<file path="src/rtl/vwb_pkg.sv">
package vwb_pkg;
  // strobe lanes of the processor side, in the order they are synchronised
  localparam int unsigned NUM_STB  = 3;
  localparam int unsigned STB_DATA = 0;
  localparam int unsigned STB_ALO  = 1;
  localparam int unsigned STB_AHI  = 2;
endpackage

</file>
<file path="src/rtl/vwb_rst_sync.sv">
module vwb_rst_sync #(
  parameter int unsigned STAGES = 2
) (
  input  logic clk,
  input  logic rst_async_n,
  output logic rst_sync_n
);
  logic [STAGES-1:0] q_q;
  logic [STAGES-1:0] q_d;

  always_comb q_d = {q_q[STAGES-2:0], 1'b1};

  always_ff @(posedge clk or negedge rst_async_n) begin
    if (!rst_async_n) q_q <= '0;
    else              q_q <= q_d;
  end

  assign rst_sync_n = q_q[STAGES-1];
endmodule

</file>
<file path="src/rtl/vwb_sync_edge.sv">
module vwb_sync_edge #(
  parameter int unsigned STAGES = 2
) (
  input  logic clk,
  input  logic rst_n,
  input  logic async_in,
  output logic evt
);
  // STAGES synchroniser flops plus one flop of history for edge detection
  logic [STAGES:0] chain_q;
  logic [STAGES:0] chain_d;

  always_comb chain_d = {chain_q[STAGES-1:0], async_in};

  always_ff @(posedge clk or negedge rst_n) begin
    if (!rst_n) chain_q <= '0;
    else        chain_q <= chain_d;
  end

  assign evt = chain_q[STAGES-1] & ~chain_q[STAGES];
endmodule

</file>
<file path="src/rtl/vwb_addr_ctr.sv">
module vwb_addr_ctr #(
  parameter int unsigned ADDR_W = 16,
  parameter int unsigned DATA_W = 8
) (
  input  logic              clk,
  input  logic              rst_n,
  input  logic              lo_ld,
  input  logic              hi_ld,
  input  logic              inc,
  input  logic [DATA_W-1:0] bus,
  output logic [ADDR_W-1:0] addr
);
  localparam int unsigned HI_W = ADDR_W - DATA_W;

  logic [ADDR_W-1:0] addr_q;
  logic [ADDR_W-1:0] addr_d;
  logic              addr_en;

  always_comb begin
    addr_en = lo_ld | hi_ld | inc;
    addr_d  = inc ? addr_q + ADDR_W'(1) : addr_q;
    // a byte load overrides the matching byte of the stepped value
    if (lo_ld) addr_d[DATA_W-1:0]      = bus;
    if (hi_ld) addr_d[ADDR_W-1:DATA_W] = bus[HI_W-1:0];
  end

  always_ff @(posedge clk or negedge rst_n) begin
    if (!rst_n)       addr_q <= '0;
    else if (addr_en) addr_q <= addr_d;
  end

  assign addr = addr_q;
endmodule

</file>
<file path="src/rtl/vwb_mailbox.sv">
module vwb_mailbox #(
  parameter int unsigned DATA_W = 8
) (
  input  logic              clk,
  input  logic              rst_n,
  input  logic              load,
  input  logic [DATA_W-1:0] bus,
  input  logic              slot_ok,
  output logic              pending,
  output logic              commit,
  output logic [DATA_W-1:0] hold
);
  logic              pend_q;
  logic              pend_d;
  logic [DATA_W-1:0] hold_q;

  always_comb begin
    commit = slot_ok & pend_q;
    // a fresh load keeps the flag set even when the old byte leaves
    pend_d = load | (pend_q & ~commit);
  end

  always_ff @(posedge clk or negedge rst_n) begin
    if (!rst_n) pend_q <= 1'b0;
    else        pend_q <= pend_d;
  end

  always_ff @(posedge clk or negedge rst_n) begin
    if (!rst_n)    hold_q <= '0;
    else if (load) hold_q <= bus;
  end

  assign pending = pend_q;
  assign hold    = hold_q;
endmodule

</file>
<file path="src/rtl/vwb_write_buffer.sv">
module vwb_write_buffer
  import vwb_pkg::*;
#(
  parameter int unsigned ADDR_W      = 16,
  parameter int unsigned DATA_W      = 8,
  parameter int unsigned SYNC_STAGES = 2
) (
  input  logic              clk,
  input  logic              rst_n,
  input  logic [DATA_W-1:0] cpu_data,
  input  logic              cpu_data_stb,
  input  logic              cpu_alo_stb,
  input  logic              cpu_ahi_stb,
  input  logic              slot_ok,
  output logic              busy,
  output logic              mem_we,
  output logic [ADDR_W-1:0] mem_addr,
  output logic [DATA_W-1:0] mem_wdata
);
  logic               rst_sync_n;
  logic [NUM_STB-1:0] stb_raw;
  logic [NUM_STB-1:0] stb_evt;
  logic               data_evt;
  logic               alo_evt;
  logic               ahi_evt;
  logic               commit;

  vwb_rst_sync #(.STAGES(SYNC_STAGES)) i_rst_sync (
    .clk         (clk),
    .rst_async_n (rst_n),
    .rst_sync_n  (rst_sync_n)
  );

  always_comb begin
    stb_raw           = '0;
    stb_raw[STB_DATA] = cpu_data_stb;
    stb_raw[STB_ALO]  = cpu_alo_stb;
    stb_raw[STB_AHI]  = cpu_ahi_stb;
  end

  for (genvar g = 0; g < NUM_STB; g++) begin : g_stb
    vwb_sync_edge #(.STAGES(SYNC_STAGES)) i_sync (
      .clk      (clk),
      .rst_n    (rst_sync_n),
      .async_in (stb_raw[g]),
      .evt      (stb_evt[g])
    );
  end

  assign data_evt = stb_evt[STB_DATA];
  assign alo_evt  = stb_evt[STB_ALO];
  assign ahi_evt  = stb_evt[STB_AHI];

  vwb_mailbox #(.DATA_W(DATA_W)) i_mailbox (
    .clk     (clk),
    .rst_n   (rst_sync_n),
    .load    (data_evt),
    .bus     (cpu_data),
    .slot_ok (slot_ok),
    .pending (busy),
    .commit  (commit),
    .hold    (mem_wdata)
  );

  vwb_addr_ctr #(.ADDR_W(ADDR_W), .DATA_W(DATA_W)) i_addr (
    .clk   (clk),
    .rst_n (rst_sync_n),
    .lo_ld (alo_evt),
    .hi_ld (ahi_evt),
    .inc   (commit),
    .bus   (cpu_data),
    .addr  (mem_addr)
  );

  assign mem_we = commit;
endmodule

</file>
<file path="config.mk">
export PLATFORM = sky130hd
export DESIGN_NAME = vwb_write_buffer
export DESIGN_NICKNAME = d
export VERILOG_FILES = /design/src/rtl/vwb_pkg.sv /design/src/rtl/vwb_rst_sync.sv /design/src/rtl/vwb_sync_edge.sv /design/src/rtl/vwb_addr_ctr.sv /design/src/rtl/vwb_mailbox.sv /design/src/rtl/vwb_write_buffer.sv
export SDC_FILE = /design/constraint.sdc
export NUM_CORES = 1
export LEC_CHECK = 0
export BUFFER_PORTS_ARGS = -buffer_cell sky130_fd_sc_hd__clkbuf_2
export CELL_PAD_IN_SITES_DETAIL_PLACEMENT = 2
export CELL_PAD_IN_SITES_GLOBAL_PLACEMENT = 2
export CORE_ASPECT_RATIO = 1.25
export CORE_MARGIN = 2
export CORE_UTILIZATION = 32
export DETAILED_ROUTE_END_ITERATION = 8
export PLACE_DENSITY = 0.86
export SYNTH_ARGS = -nofsm -noshare
export SYNTH_HDL_FRONTEND = slang
export SYNTH_SLANG_ARGS = --single-unit
</file>
<file path="constraint.sdc">
create_clock -name clk -period 1.3 [get_ports clk]
set_input_delay 0.195 -clock clk [delete_from_list [all_inputs] [get_ports clk]]
set_output_delay 0.195 -clock clk [all_outputs]
set_load 0.01 [all_outputs]
</file>
---- After elaboration in Yosys (flattened, before gate mapping) ----
Index checks and enable logic that the tools add are counted.
word-level totals
  flip-flop bits (word level) ............. 36
  input port bits ......................... 14
  output and inout port bits .............. 26
operators by class
  $add $sub $neg .......................... 1
  muxes and demuxes ....................... 3
  bitwise logic cells ..................... 12
  reduce and logical (&&, ||, !) cells .... 4
operators with widths
  kind                                           count
  adder 16 x 1 -> 16 bit, second input constant  1
  2-to-1 mux 16 bit                              1
  2-to-1 mux 8 bit                               2
  AND 1 bit                                      5
  NOT 1 bit                                      4
  AND reduction 2 bit                            2
  nonzero test 2 bit                             2
  bitwise OR 1 bit                               3

---- Depth between registers and ports, before layout ----
  depth after elaboration ................. 5
  gate-level depth with buffers ........... 5
  mapped depth without buffers ............ 5

---- Cells and area by module ----
Synthesis repeated with hierarchy kept, for this count alone.
unflattened totals
  cell total of the unflattened synthesis .. 134
  area total of the unflattened synthesis .. 1582.8 um2
by module, submodules not included
  module         times used  cells each  area an instance (um2)  sequential area each (um2)
  vwb_addr_ctr   1           98          887.1                   400.4
  vwb_mailbox    1           21          375.4                   225.2
  vwb_sync_edge  3           4           88.8                    75.1
  vwb_rst_sync   1           3           53.8                    50.0

---- Least setup slack after synthesis ----
No wires, ideal clock.
  kind .................................... register to register
  start ................................... reg i_addr.addr_q[0], in the netlist i_addr.addr[0]
  end ..................................... reg i_addr.addr_q[14], in the netlist i_addr.addr[14]
  data arrival time ....................... 1.570 ns
  path slack .............................. -0.352 ns
  cell stages (with the launch flop) ...... 6
  buffers on the path ..................... 0
  period minus slack after synthesis ...... 1.652 ns
  cell sequence ........................... dfrtp_1 ha_1 and4_1 nand3_1 or3_1 a31oi_1
on the way
  longest elaborated chain between the ends .. 3
ends and longest elaborated chain
  element                 line                RTL
  start, declared         vwb_addr_ctr.sv:15  logic [ADDR_W-1:0] addr_q;
  start signal, assigned  vwb_addr_ctr.sv:29  else if (addr_en) addr_q <= addr_d;
  adder 16 x 1 -> 16 bit  vwb_addr_ctr.sv:21  addr_d = inc ? addr_q + ADDR_W'(1) : addr_q;
  2-to-1 mux 16 bit       vwb_addr_ctr.sv:21
  2-to-1 mux 8 bit        vwb_addr_ctr.sv:24  if (hi_ld) addr_d[ADDR_W-1:DATA_W] = bus[HI_W-1:0];
No other way between the ends. The select of a mux whose other input is x is not followed.
A chain may end at the register's enable or synchronous reset.

---- Worst setup path in the final report ----
  start ................................... reg i_addr.addr_q[1], in the netlist i_addr.addr[1]
  end ..................................... reg i_addr.addr_q[12], in the netlist i_addr.addr[12]
Same word-level chain as after synthesis.

==> run summary <==
The die width is 65.2 um, and the area inside the core boundary is 4460 um2. The run finished, with violations left. Clock latency on the worst-skew pair, taken at its later pin, is 290 ps. The number of clock buffers added by TritonCTS is 5. The final count of hold timing violations came out at 0.

The final reports fail on setup timing. The number of fillers in the final layout is 485. Once detail routing completed, the nets flagged for antenna violations numbered 0. In this run the tool buffered the top-level ports with 39 buffer cells. For the first-pass iteration count of the detailed router, the log shows 4.

The count of pins over their slew limit came out at 0. Measured along the y axis, the die boundary spans 80.5 um. The number of violations of the max-capacitance limit was 0.

The tools report the cell chosen for the clock root as clkbuf_8. Sorting the synthesized cells by area gives the leading types as dfrtp_1 (60%), mux2_2 (6.0%), o21ai_0 (5.7%). The number of antenna violations at the first check in global routing came out at 0. The logs give 0.359 for the global-route track usage on met2 and 0.798 mV for the peak supply drop. The layer carrying the most global-route usage is met2.

In the final timing run, aggregate negative setup slack is -1890 ps. Total power: 0.00309 W. The synthesized area was 1500 um2; the fraction of layout instances using a drive strength above 1 was 0.493. The simple logic cell fraction of the synthesized area is 0.170, and the via density per instance is 5.03. The maximum fanout along the worst path was 3; the synthesized-area fraction occupied by xor and xnor cells was 0.0585. The tools report the number of global-route vias before repair as 1521. The floorplan step defined a die boundary enclosing 5250 um2. The post-synthesis compound-gate area fraction was 0.0777; the total nets after synthesis was 145. Setup repair after global routing could not meet its margin everywhere. The worst setup path is of the flop to flop kind.

The commonest non-fill, non-tap cell in the layout is clkbuf_2. Adder and majority cell fraction of the synthesized area: 0.00835. Once detailed placement completed, the half-perimeter wirelength came to 3370 um.

STA puts the critical path data required time at 1460 ps. The post-layout minimum cycle time was 1540 ps. The net total in the final layout was 217.

In the layout the commonest cells are clkbuf_2 (38), dfrtp_1 (33), buf_4 (21). The first global-routing pass estimated 7490 um of wire. The logs give 0.0420 for the global-route track usage on met3 and 0.207 for the met1 track demand over resource. In this run the static leakage power is 1.00 nW. The instance area after placement is 1940 um2, and the via total after detailed routing is 1314. The mux contribution to synthesized area was 0.0668.

The post-synthesis area per instance is 11.5 um2, and the violation count after the first detailed-routing iteration is 30. The pin count of the biggest net entering global routing came out at 35. The top cell type by total area after synthesis is dfrtp_1. No sink is reached through more buffers than the 2 on the longest clock path. Yosys printed 0 warnings.

The congestion estimate from routability-driven global placement came to 0.806. The repair_antennas step left the layout with diodes totalling 0. Type of element capturing the critical path: a flop.

The smallest setup slack after layout is -236 ps, and the post-synthesis sequential element count is 36. The logs give 40 for the number of top-level pins and 0.651 GHz for the maximum clock frequency. Class of the most critical hold timing path: input port to flop. Share of synthesized area occupied by flip-flops and latches: 0.602. Total grt overflow: 0. In the final routed layout, each cell accounts on average for 19.0 um.

The tools report the worst setup slack for register-to-register paths as -240 ps. The finished cells cover 2210 um2. The global-route total usage across every layer was 0.194; the filler-free cell count of the finished design was 261. The logs give 176 ps for the post-route worst hold slack and 0.336 for the starting density of the core. The final layout contains routed wiring with a total length of 4950 um. After detailed placement, the design holds a cell count of 246. The share of the cycle needed by the critical path after routing is 1.18, and the final setup violation count is 12. The power per unit of standard cell area works out to 1390 nW/um2. STA classifies the critical path startpoint as a flop. After synthesis, the largest family of logic cells by area is simple AND/OR/NAND/NOR gates. The H-tree was split into 2 levels.

Relative to the synthesized area, the layout overhead comes to 47.9%. The data arrival time of the critical path was 1700 ps; the unique cell type count in the Yosys netlist was 23. The logs give 27 for the number of rows created at floorplan and 0 for the residual DRC count.

The clock sink total was 36; the share of the synthesized area in the top cell type was 0.602. Clock skew on the completed layout was measured at 6.10 ps. Gate count after technology mapping: 130. TritonCTS built the clock tree. After clock tree synthesis, the clock-pin slew on the worst setup and hold paths is 70 ps.
==> worst max-delay path: stages (launching register included) <==
cell and delay, ps:
dfrtp_2 420, ha_4 150, and4_4 250, buf_6 110, nand4_1 140, xor2_1 230, o21ai_1 90
==> Yosys cell counts <==
cell	number
a31oi_1	5
and2_1	2
and4_1	3
and4_4	1
buf_1	1
clkbuf_1	2
conb_1	1
dfrtp_1	36
ha_1	1
inv_1	3
mux2_2	8
mux2i_1	1
nand2_1	15
nand2b_1	2
nand3_1	4
nand4_1	5
nand4_4	1
nor2_1	5
nor2b_1	2
o21ai_0	17
or3_1	5
xnor2_1	1
xor2_1	9
==> registers in the layout (all words and copies together) (netlist names) <==
register	count
g_stb.i_sync.chain_q	9
i_rst_sync.q_q	2
i_addr.addr	16
i_mailbox.pending	1
i_mailbox.hold	8
==> final cells by class <==
type / instances / area (um2) / share of cell area
Multi-Input combinational cell: 88 / 667 / 0.301
Clock inverter: 3 / 42.5 / 0.0192
Clock buffer: 5 / 68.8 / 0.0311
Sequential cell: 36 / 905 / 0.408
Inverter: 3 / 11.3 / 0.00508
Tap cell: 58 / 72.6 / 0.0328
Timing Repair Buffer: 68 / 448 / 0.202
==> path summary, 6_finish.rpt <==
check	cells after the start	start	to
setup / recovery	6	i_addr.addr[1]$_DFFE_PN0P_	i_addr.addr[12]$_DFFE_PN0P_
hold / removal	3	cpu_data[1]	i_addr.addr[1]$_DFFE_PN0P_
setup reg to reg	6	i_addr.addr[1]$_DFFE_PN0P_	i_addr.addr[12]$_DFFE_PN0P_
hold reg to reg	1	i_rst_sync.q_q[1]$_DFF_PN0_	g_stb[0].i_sync.chain_q[1]$_DFF_PN0_
max in group asynchronous	1	i_rst_sync.q_q[1]$_DFF_PN0_	i_addr.addr[0]$_DFFE_PN0P_
min in group asynchronous	2	rst_n	i_rst_sync.q_q[1]$_DFF_PN0_
==> report_power, final <==
| part | internal, W | switching (W) |
|---|---|---|
| Sequential | 0.00126 | 0.000118 |
| Clock | 0.000567 | 0.000399 |
| Combinational | 0.000362 | 0.000384 |
==> timing repair <==
item,4_1_cts,5_1_grt
endpoints found under the hold margin,5,0
setup buffers,1,2
resized for setup,10,20
endpoints found under the setup margin,18,17
pin swaps,6,12
hold buffers,4,0
==> kinds of logic (layout without fill, tap and decap cells) <==
logic type                 count (synthesis)  count (layout)
DFF                                       36              36
adders and majority gates                  1               1
and+or+nand+nor                           45              45
other                                      1               1
AOI/OAI and AO/OA                         22              22
buffers and inverters                      6              79
muxes                                      9               9
xor gates and xnor gates                  10              10
==> stage by stage <==
| step | worst slack, ps | utilization |
|---|---|---|
| after floorplan | -163 | - |
| after global placement | -108 | 0.436 |
| after detailed placement | -230 | 0.436 |
| after CTS | -208 | 0.478 |
| after global routing | -323 | 0.497 |
| final | -236 | 0.497 |
==> layer usage <==
metal  vias up  part of all wire
li1        597                 -
met1       677              0.38
met2        33              0.58
met3         7             0.029
met4         0             0.017
met5         -                 0
(Power assumes the default switching activity.)
